--- config.mk ---
export PLATFORM = sky130hd
export DESIGN_NAME = pattgen_top
export DESIGN_NICKNAME = d
export VERILOG_FILES = /design/src/rtl/pattgen_pkg.sv /design/src/rtl/pattgen_prbs4.sv /design/src/rtl/pattgen_word.sv /design/src/rtl/pattgen_ctrl.sv /design/src/rtl/pattgen_chk.sv /design/src/rtl/pattgen_top.sv
export SDC_FILE = /design/constraint.sdc
export NUM_CORES = 1
export LEC_CHECK = 0
export BUFFER_PORTS_ARGS = -buffer_cell sky130_fd_sc_hd__buf_2
export CELL_PAD_IN_SITES_DETAIL_PLACEMENT = 2
export CELL_PAD_IN_SITES_GLOBAL_PLACEMENT = 2
export CORE_ASPECT_RATIO = 1.5
export CORE_MARGIN = 3
export CORE_UTILIZATION = 26
export CTS_CLUSTER_DIAMETER = 150
export DETAILED_ROUTE_END_ITERATION = 16
export GPL_TIMING_DRIVEN = 0
export PLACE_DENSITY = 0.79
export SYNTH_ARGS = -nofsm -noshare
export SYNTH_HDL_FRONTEND = slang
export SYNTH_SLANG_ARGS = --single-unit
--- constraint.sdc ---
create_clock -name clk -period 3.46 [get_ports clk]
set_clock_uncertainty 0.05 [all_clocks]
set_input_delay 0 -clock clk [delete_from_list [all_inputs] [get_ports clk]]
set_output_delay 0 -clock clk [all_outputs]
set_load 0.05 [all_outputs]
--- src/rtl/pattgen_pkg.sv ---
package pattgen_pkg;

    localparam int DW        = 32;
    localparam int LANES     = 4;
    localparam int BUS_W     = DW * LANES;
    localparam int BLK_SH    = 5;               // 32 beats per 512-byte block
    localparam int BYTE_SH   = 4;               // 16 bytes per beat
    localparam int HDR_LANES = 2;

    typedef enum logic [2:0] {
        PAT_INC  = 3'b000,
        PAT_DEC  = 3'b001,
        PAT_ZERO = 3'b010,
        PAT_ONE  = 3'b011,
        PAT_PRBS = 3'b100
    } pat_e;

    // one shift of the x^31 + x^21 + x + 1 register
    function automatic logic [DW-1:0] prbs_step(input logic [DW-1:0] s);
        return {s[DW-2:0], s[30] ^ s[20] ^ s[0]};
    endfunction

    function automatic logic has_header(input logic [2:0] sel);
        return (sel == PAT_INC) || (sel == PAT_DEC) || (sel == PAT_PRBS);
    endfunction

endpackage

--- src/rtl/pattgen_prbs4.sv ---
module pattgen_prbs4
    import pattgen_pkg::*;
#(
    parameter logic [DW-1:0] SEED = 32'h1357_9BDF
) (
    input  logic                      clk,
    input  logic                      rst_n,
    input  logic                      reseed_i,
    input  logic                      adv_i,
    output logic [LANES-1:0][DW-1:0]  lane_o
);

    typedef struct packed {
        logic [DW-1:0] s;
    } st_t;

    st_t st_d, st_q;
    logic [DW-1:0] chain [0:LANES];

    assign chain[0] = st_q.s;

    // look-ahead: LANES chained steps in one cycle
    for (genvar g = 0; g < LANES; g++) begin : g_step
        assign chain[g+1] = prbs_step(chain[g]);
        assign lane_o[g]  = chain[g+1];
    end

    always_comb begin
        st_d = st_q;
        if (reseed_i) begin
            st_d.s = SEED;
        end else if (adv_i) begin
            st_d.s = chain[LANES];
        end
    end

    always_ff @(posedge clk) begin
        if (!rst_n) begin
            st_q <= '{s: SEED};
        end else begin
            st_q <= st_d;
        end
    end

    AST_PRBS_ALIVE: assert property (@(posedge clk) disable iff (!rst_n)
        adv_i && !reseed_i |=> st_q.s != '0);

endmodule

--- src/rtl/pattgen_word.sv ---
module pattgen_word
    import pattgen_pkg::*;
#(
    parameter int ADDR_W = 48
) (
    input  logic [2:0]                sel_i,
    input  logic [DW-1:0]             dword_base_i,
    input  logic                      hdr_beat_i,
    input  logic [ADDR_W-1:0]         blk_i,
    input  logic [LANES-1:0][DW-1:0]  prbs_i,
    output logic [BUS_W-1:0]          word_o
);

    logic [2*DW-1:0] hdr64;
    logic            hdr_on;

    assign hdr64  = (2*DW)'(blk_i);
    assign hdr_on = hdr_beat_i && has_header(sel_i);

    for (genvar g = 0; g < LANES; g++) begin : g_lane
        logic [DW-1:0] idx;
        logic [DW-1:0] body;

        assign idx = dword_base_i + DW'(g);

        always_comb begin
            case (sel_i)
                PAT_INC:  body = idx;
                PAT_DEC:  body = ~idx;
                PAT_ONE:  body = '1;
                PAT_PRBS: body = prbs_i[g];
                default:  body = '0;
            endcase
        end

        if (g < HDR_LANES) begin : g_hdr
            assign word_o[g*DW +: DW] = hdr_on ? hdr64[g*DW +: DW] : body;
        end else begin : g_plain
            assign word_o[g*DW +: DW] = body;
        end
    end

endmodule

--- src/rtl/pattgen_ctrl.sv ---
module pattgen_ctrl
    import pattgen_pkg::*;
#(
    parameter int ADDR_W = 48,
    parameter int LEN_W  = 16,
    localparam int CNT_W = LEN_W + BLK_SH
) (
    input  logic               clk,
    input  logic               rst_n,
    input  logic               start_i,
    input  logic               dir_wr_i,
    input  logic [2:0]         sel_i,
    input  logic [ADDR_W-1:0]  start_blk_i,
    input  logic [LEN_W-1:0]   len_i,
    input  logic               wr_afull_i,
    input  logic               rd_empty_i,
    output logic               wr_en_o,
    output logic               rd_en_o,
    output logic               adv_o,
    output logic               busy_o,
    output logic [2:0]         sel_o,
    output logic [CNT_W-1:0]   cnt_o,
    output logic [ADDR_W-1:0]  blk_o
);

    typedef struct packed {
        logic               act;
        logic               dir;
        logic [2:0]         sel;
        logic [CNT_W-1:0]   end_cnt;
        logic [CNT_W-1:0]   cnt;
        logic [ADDR_W-1:0]  blk;
    } st_t;

    st_t  st_d, st_q;
    logic wr_en, rd_en, last_beat, blk_wrap;

    assign wr_en     = st_q.act && !wr_afull_i && !start_i;
    assign rd_en     = !st_q.dir && !rd_empty_i && !start_i;
    assign last_beat = (st_q.cnt + 1'b1) == st_q.end_cnt;
    assign blk_wrap  = &st_q.cnt[BLK_SH-1:0];

    always_comb begin
        st_d = st_q;
        if (start_i) begin
            st_d.act     = dir_wr_i && (len_i != '0);
            st_d.dir     = dir_wr_i;
            st_d.sel     = sel_i;
            st_d.end_cnt = {len_i, {BLK_SH{1'b0}}};
            st_d.cnt     = '0;
            st_d.blk     = start_blk_i;
        end else if (wr_en || rd_en) begin
            st_d.cnt = st_q.cnt + 1'b1;
            if (blk_wrap) begin
                st_d.blk = st_q.blk + 1'b1;
            end
            if (wr_en && last_beat) begin
                st_d.act = 1'b0;
            end
        end
    end

    always_ff @(posedge clk) begin
        if (!rst_n) begin
            st_q <= '0;
        end else begin
            st_q <= st_d;
        end
    end

    assign wr_en_o = wr_en;
    assign rd_en_o = rd_en;
    assign adv_o   = wr_en || rd_en;
    assign busy_o  = st_q.act;
    assign sel_o   = st_q.sel;
    assign cnt_o   = st_q.cnt;
    assign blk_o   = st_q.blk;

    AST_START_ARMS: assert property (@(posedge clk) disable iff (!rst_n)
        start_i && dir_wr_i && (len_i != '0) |=> busy_o);
    AST_ZERO_LEN_IDLE: assert property (@(posedge clk) disable iff (!rst_n)
        start_i && (len_i == '0) |=> !busy_o);
    AST_STOP_AT_END: assert property (@(posedge clk) disable iff (!rst_n)
        wr_en_o && last_beat |=> !busy_o);
    AST_NO_OVERRUN: assert property (@(posedge clk) disable iff (!rst_n)
        busy_o |-> st_q.cnt < st_q.end_cnt);
    AST_ONE_SIDE: assert property (@(posedge clk) disable iff (!rst_n)
        $onehot0({wr_en_o, rd_en_o}));
    AST_BLK_STEP: assert property (@(posedge clk) disable iff (!rst_n)
        adv_o && blk_wrap |=> blk_o == $past(blk_o) + 1'b1);

endmodule

--- src/rtl/pattgen_chk.sv ---
module pattgen_chk
    import pattgen_pkg::*;
#(
    parameter int FA_W = 57
) (
    input  logic              clk,
    input  logic              rst_n,
    input  logic              clear_i,
    input  logic              cmp_en_i,
    input  logic [BUS_W-1:0]  exp_i,
    input  logic [BUS_W-1:0]  got_i,
    input  logic [FA_W-1:0]   addr_i,
    output logic              fail_o,
    output logic [BUS_W-1:0]  exp_o,
    output logic [BUS_W-1:0]  got_o,
    output logic [FA_W-1:0]   addr_o
);

    typedef struct packed {
        logic              fail;
        logic [BUS_W-1:0]  exp;
        logic [BUS_W-1:0]  got;
        logic [FA_W-1:0]   addr;
    } st_t;

    st_t  st_d, st_q;
    logic miss;

    assign miss = cmp_en_i && (got_i != exp_i);

    always_comb begin
        st_d = st_q;
        if (clear_i) begin
            st_d = '0;
        end else if (miss && !st_q.fail) begin
            st_d.fail = 1'b1;
            st_d.exp  = exp_i;
            st_d.got  = got_i;
            st_d.addr = addr_i;
        end
    end

    always_ff @(posedge clk) begin
        if (!rst_n) begin
            st_q <= '0;
        end else begin
            st_q <= st_d;
        end
    end

    assign fail_o = st_q.fail;
    assign exp_o  = st_q.exp;
    assign got_o  = st_q.got;
    assign addr_o = st_q.addr;

    AST_FAIL_STICKY: assert property (@(posedge clk) disable iff (!rst_n)
        fail_o && !clear_i |=> fail_o && $stable(addr_o) && $stable(got_o));
    AST_FAIL_SETS: assert property (@(posedge clk) disable iff (!rst_n)
        miss && !clear_i |=> fail_o);
    AST_CLEAR: assert property (@(posedge clk) disable iff (!rst_n)
        clear_i |=> !fail_o && (addr_o == '0));

endmodule

--- src/rtl/pattgen_top.sv ---
module pattgen_top
    import pattgen_pkg::*;
#(
    parameter int              ADDR_W = 48,
    parameter int              LEN_W  = 16,
    parameter logic [DW-1:0]   SEED   = 32'h1357_9BDF,
    localparam int             CNT_W  = LEN_W + BLK_SH,
    localparam int             FA_W   = ADDR_W + BLK_SH + BYTE_SH
) (
    input  logic               clk,
    input  logic               rst_n,
    input  logic               start_i,
    input  logic               dir_wr_i,
    input  logic [2:0]         patt_sel_i,
    input  logic [ADDR_W-1:0]  start_blk_i,
    input  logic [LEN_W-1:0]   len_blk_i,
    input  logic               wr_afull_i,
    output logic               wr_en_o,
    output logic [BUS_W-1:0]   wr_data_o,
    input  logic               rd_empty_i,
    input  logic [BUS_W-1:0]   rd_data_i,
    output logic               rd_en_o,
    output logic               busy_o,
    output logic               fail_o,
    output logic [BUS_W-1:0]   fail_exp_o,
    output logic [BUS_W-1:0]   fail_got_o,
    output logic [FA_W-1:0]    fail_addr_o
);

    logic                      adv;
    logic [2:0]                sel;
    logic [CNT_W-1:0]          cnt;
    logic [ADDR_W-1:0]         blk;
    logic [LANES-1:0][DW-1:0]  prbs;
    logic [BUS_W-1:0]          word;
    logic [DW-1:0]             dword_base;
    logic [FA_W-1:0]           beat_addr;
    logic                      rd_en;

    assign dword_base = DW'({cnt, 2'b00});
    assign beat_addr  = {blk, cnt[BLK_SH-1:0], {BYTE_SH{1'b0}}};

    pattgen_ctrl #(.ADDR_W(ADDR_W), .LEN_W(LEN_W)) u_ctrl (
        .clk         (clk),
        .rst_n       (rst_n),
        .start_i     (start_i),
        .dir_wr_i    (dir_wr_i),
        .sel_i       (patt_sel_i),
        .start_blk_i (start_blk_i),
        .len_i       (len_blk_i),
        .wr_afull_i  (wr_afull_i),
        .rd_empty_i  (rd_empty_i),
        .wr_en_o     (wr_en_o),
        .rd_en_o     (rd_en),
        .adv_o       (adv),
        .busy_o      (busy_o),
        .sel_o       (sel),
        .cnt_o       (cnt),
        .blk_o       (blk)
    );

    pattgen_prbs4 #(.SEED(SEED)) u_prbs (
        .clk      (clk),
        .rst_n    (rst_n),
        .reseed_i (start_i),
        .adv_i    (adv),
        .lane_o   (prbs)
    );

    pattgen_word #(.ADDR_W(ADDR_W)) u_word (
        .sel_i        (sel),
        .dword_base_i (dword_base),
        .hdr_beat_i   (cnt[BLK_SH-1:0] == '0),
        .blk_i        (blk),
        .prbs_i       (prbs),
        .word_o       (word)
    );

    pattgen_chk #(.FA_W(FA_W)) u_chk (
        .clk      (clk),
        .rst_n    (rst_n),
        .clear_i  (start_i),
        .cmp_en_i (rd_en),
        .exp_i    (word),
        .got_i    (rd_data_i),
        .addr_i   (beat_addr),
        .fail_o   (fail_o),
        .exp_o    (fail_exp_o),
        .got_o    (fail_got_o),
        .addr_o   (fail_addr_o)
    );

    assign wr_data_o = word;
    assign rd_en_o   = rd_en;

    AST_POP_WHEN_DATA: assert property (@(posedge clk) disable iff (!rst_n)
        rd_en_o |-> !rd_empty_i && !busy_o);

endmodule

==> metrics.txt <==
Synth Cell Area 22,200 sq um; xor/xnor share of the synthesized area 0.0534; Wirelength per Cell 35.5 um; # nets final 4,060; Worst EP arrival 5.00 ns; Iteration-0 DRC Markers 2,593; vias in the first global route 31,600; post-layout instance area 34,300 sq um; hold endpoint u_ctrl.blk_o[8]; CTS max path bufs 3; TNS Setup -285.22 ns; FF-to-FF End u_chk.got_o[90]; Worst Slack Setup Final -1.05 ns; Worst setup EP type flop; worst path buffer plus inverter count 8; most used flip-flop cell after synthesis dfxtp_1; failing checks setup timing; grt ovf 0; Port Buf Inserts 638; clock buffer count from CTS 46; Slew @ Worst Pin 1.46 ns; CTS tree done; Placed Instance Area 27,100 sq um; P per Cell Area 433 nW/um^2; Final Slew Violations 0; post-synthesis mux area share 0.0202; die width 245 um; R2R setup slack -1.05 ns; max-cap check violation count 0; CP startpoint kind flop; die height 364 um; final period utilization 1.30; flops & latches, synth 423; f_max 222 MHz; count of final hold-check violations 0; yosys warns 0; CP max stage cell a21o_1; drt drc 0; Compound-Gate Fraction of Synth Area 0.244; CTS sink count 423; Syn-to-layout area delta 54.3%; RSZ-0062 raised after global routing true; Async SR Flop Fraction 0; Leak 14.0 nW; filler cell count 9,445; FP Rows 130; Post-Synth Adder-Cell Area 0.00282; Crit Path Max Fanout 9; DR vias 30,100; sequential area share after synthesis 0.382; Mapped Cells 2,860; GPL Wtd Cong 1.01; Slew headroom 0.0261; Initial Utilization 0.263; Crit path largest cell delay 0.44 ns; worst path cell trace buf_8 -> clkbuf_16 -> buf_4 -> nor2_4 -> buf_4 -> mux2i_4 -> buf_6 -> a21o_1 -> o32ai_1 -> nor3_4 -> nand4_1 -> nor4_2 -> and4_4 -> buf_12 -> buf_16 -> clkbuf_16 -> o21ai_1 -> a21oi_1; Post-DP HPWL 124,000 um; Tmin final 4.51 ns; run status finished, violations left; R2R cell count 18; Hold Crit Class in -> reg; Mean Syn Cell Area 7.76 sq um; Worst Hold Depth 3; Worst VDD drop 361 uV; filler-free cell count of the finished design 5,021; Root Buffer clkbuf_16; hold path start start_blk_i[8]; Post-synth EDFFs 0; Antenna Violating Nets Remaining 0; die area 89,000 sq um; multi-input combinational cell area 13,700 sq um; DRT Pass-1 Iters 6; IO Pins 646; Crit Path Class reg -> reg; Worst R2R Start u_ctrl.sel_o[0]; critical path required time 3.94 ns; largest family of logic cells by synthesized area compound AO/OA/AOI/OAI gates; hold_ws 0.137 ns; FF+latch area 8490 sq um; post-synthesis simple-gate area fraction 0.217; dpl cells 4,623; layout cells sized above 1 0.325; H-tree lvl count 2; final core occ 0.407; initial antenna violation count 11; Clk Latency, worst-skew pair 0.63 ns; global-route wire length before repair 236,000 um; core area 84,300 sq um; synth unique cells 87; clock-pin slew on the worst setup and hold paths 0.07 ns; final wirelength 178,000 um; largest net degree at the start of global routing 14; Total Routing Usage GR 0.364; vias per inst 6.00; setup violators final 326; cell family with most CP delay buffers and inverters
placed cells by master, fill, tap and decap left out, types with 62 or more instances in the layout:
cell type      count
clkbuf_16         62
nor3_1            83
o21ai_1          197
clkbuf_1         129
nand2_1          177
dlygate4sd3_1    206
nor2_1            88
buf_4            112
xnor2_1           66
o21ai_0           86
a21oi_1          329
dfxtp_1          408
inv_1             79
buf_2            653
nand3_1          306
synthesized netlist by cell type, types with 7 or more instances:
| cell | number | share of area |
|---|---|---|
| and3_1 | 25 | 0.0070 |
| clkbuf_1 | 182 | 0.031 |
| o22ai_1 | 8 | 0.0023 |
| nor4b_1 | 9 | 0.0036 |
| nor2b_1 | 52 | 0.015 |
| or3_1 | 10 | 0.0028 |
| nor4bb_1 | 14 | 0.0063 |
| and4_1 | 9 | 0.0036 |
| a211oi_2 | 7 | 0.0039 |
| buf_1 | 33 | 0.0056 |
| a31oi_1 | 24 | 0.0068 |
| xor2_1 | 60 | 0.024 |
| nand2b_1 | 17 | 0.0048 |
| nand4_1 | 28 | 0.0079 |
| inv_1 | 83 | 0.014 |
| buf_4 | 30 | 0.010 |
| buf_2 | 27 | 0.0061 |
| buf_6 | 25 | 0.013 |
| a222oi_1 | 7 | 0.0032 |
| nand2_1 | 198 | 0.033 |
| a211oi_1 | 46 | 0.016 |
| nor2_1 | 93 | 0.016 |
| a221oi_1 | 13 | 0.0051 |
| o21ai_1 | 205 | 0.046 |
| mux2i_1 | 34 | 0.015 |
| a21o_1 | 7 | 0.0024 |
| nor3_1 | 87 | 0.020 |
| a22oi_1 | 8 | 0.0027 |
| o211ai_1 | 11 | 0.0037 |
| a21boi_0 | 18 | 0.0061 |
| a21oi_1 | 408 | 0.092 |
| nor4_1 | 23 | 0.0065 |
| nand3_1 | 310 | 0.070 |
| xnor2_1 | 70 | 0.028 |
| and2_1 | 27 | 0.0076 |
| o211a_1 | 8 | 0.0036 |
| dfxtp_1 | 423 | 0.38 |
| o21ai_0 | 101 | 0.023 |
metrics by stage:
stage | setup slack, ns | power (mW)
6_report | -1.05 | 14.8
5_1_grt | -0.993 | 15.1
4_1_cts | -0.501 | 14.5
3_5_place_dp | -2.27 | 8.55
3_3_place_gp | -2.18 | 8.52
2_1_floorplan | 0.000927 | 7.14
worst max path at each step:
stage / to / cells past startpoint / startpoint / slack [ns]
floorplan: u_chk.exp_o[98] / 16 / u_ctrl.cnt_o[2] / 0.0009
global placement: u_chk.got_o[122] / 14 / u_ctrl.sel_o[1] / -2.18
detailed placement: u_chk.got_o[125] / 14 / u_ctrl.sel_o[1] / -2.27
CTS: u_chk.got_o[21] / 15 / u_ctrl.cnt_o[2] / -0.50
global route: u_chk.exp_o[36] / 18 / u_ctrl.sel_o[0] / -0.99
finish: u_chk.got_o[90] / 18 / u_ctrl.sel_o[0] / -1.05
cell families after synthesis:
logic type | after synthesis
AOI/OAI and AO/OA | 937
and+or+nand+nor | 934
DFF | 423
buffers and inverters | 385
xor gates and xnor gates | 132
muxes | 43
adders and majority gates | 5
other | 1
report_power, final:
group	switching (mW)	internal [mW]
registers	0.195	5.00
clock network	2.37	3.12
logic	2.96	1.18
routing by layer:
metal  up-vias  routed length, um  global-route usage  part of all wire
met4        10              19500               0.296              0.11
li1      12200                  -                   -                 -
met2      2101              82500               0.620              0.46
met3       851              15900               0.102             0.089
met1     14900              60200               0.373              0.34
met5         -                 91                   0           0.00051
state kept, by name, indices dropped and copies added, names as in the netlist:
signal         count
u_ctrl.busy_o      1
u_ctrl.cnt_o      21
u_ctrl.st_q       17
u_chk.got_o      128
u_ctrl.blk_o      48
u_chk.addr_o      53
u_prbs.st_q       31
u_chk.fail_o       1
u_chk.exp_o      120
u_ctrl.sel_o       3
worst reg2reg max path: stages (launching register included):
cell and delay (ns):
dfxtp_2 0.35, buf_8 0.16, clkbuf_16 0.17, buf_4 0.12, nor2_4 0.05, buf_4 0.19, mux2i_4 0.29, buf_6 0.18
a21o_1 0.45, o32ai_1 0.24, nor3_4 0.35, nand4_1 0.18, nor4_2 0.33, and4_4 0.40, buf_12 0.21, buf_16 0.20
clkbuf_16 0.22, o21ai_1 0.07, a21oi_1 0.20
timing repair:
| action | CTS | global route |
|---|---|---|
| hold buffers | 206 | 0 |
| setup endpoints to repair | 359 | 335 |
| pin swaps | 76 | 150 |
| gates resized for setup | 383 | 218 |
| buffers inserted | 70 | 25 |
| gates cloned | 4 | 13 |
| endpoints found under the hold margin | 198 | 0 |
final cells by class:
cell class              instances  share of cell area
clock buffers                  69              0.0411
multi-input cells            2055               0.400
flip-flops and latches        423               0.248
repair buffers                956               0.189
diodes                          8            0.000584
well taps                    1122              0.0410
plain buffers                 287              0.0648
inverters                      85             0.00953
clock inverters                16             0.00581
No activity file was read; power rests on OpenSTA's default activity.
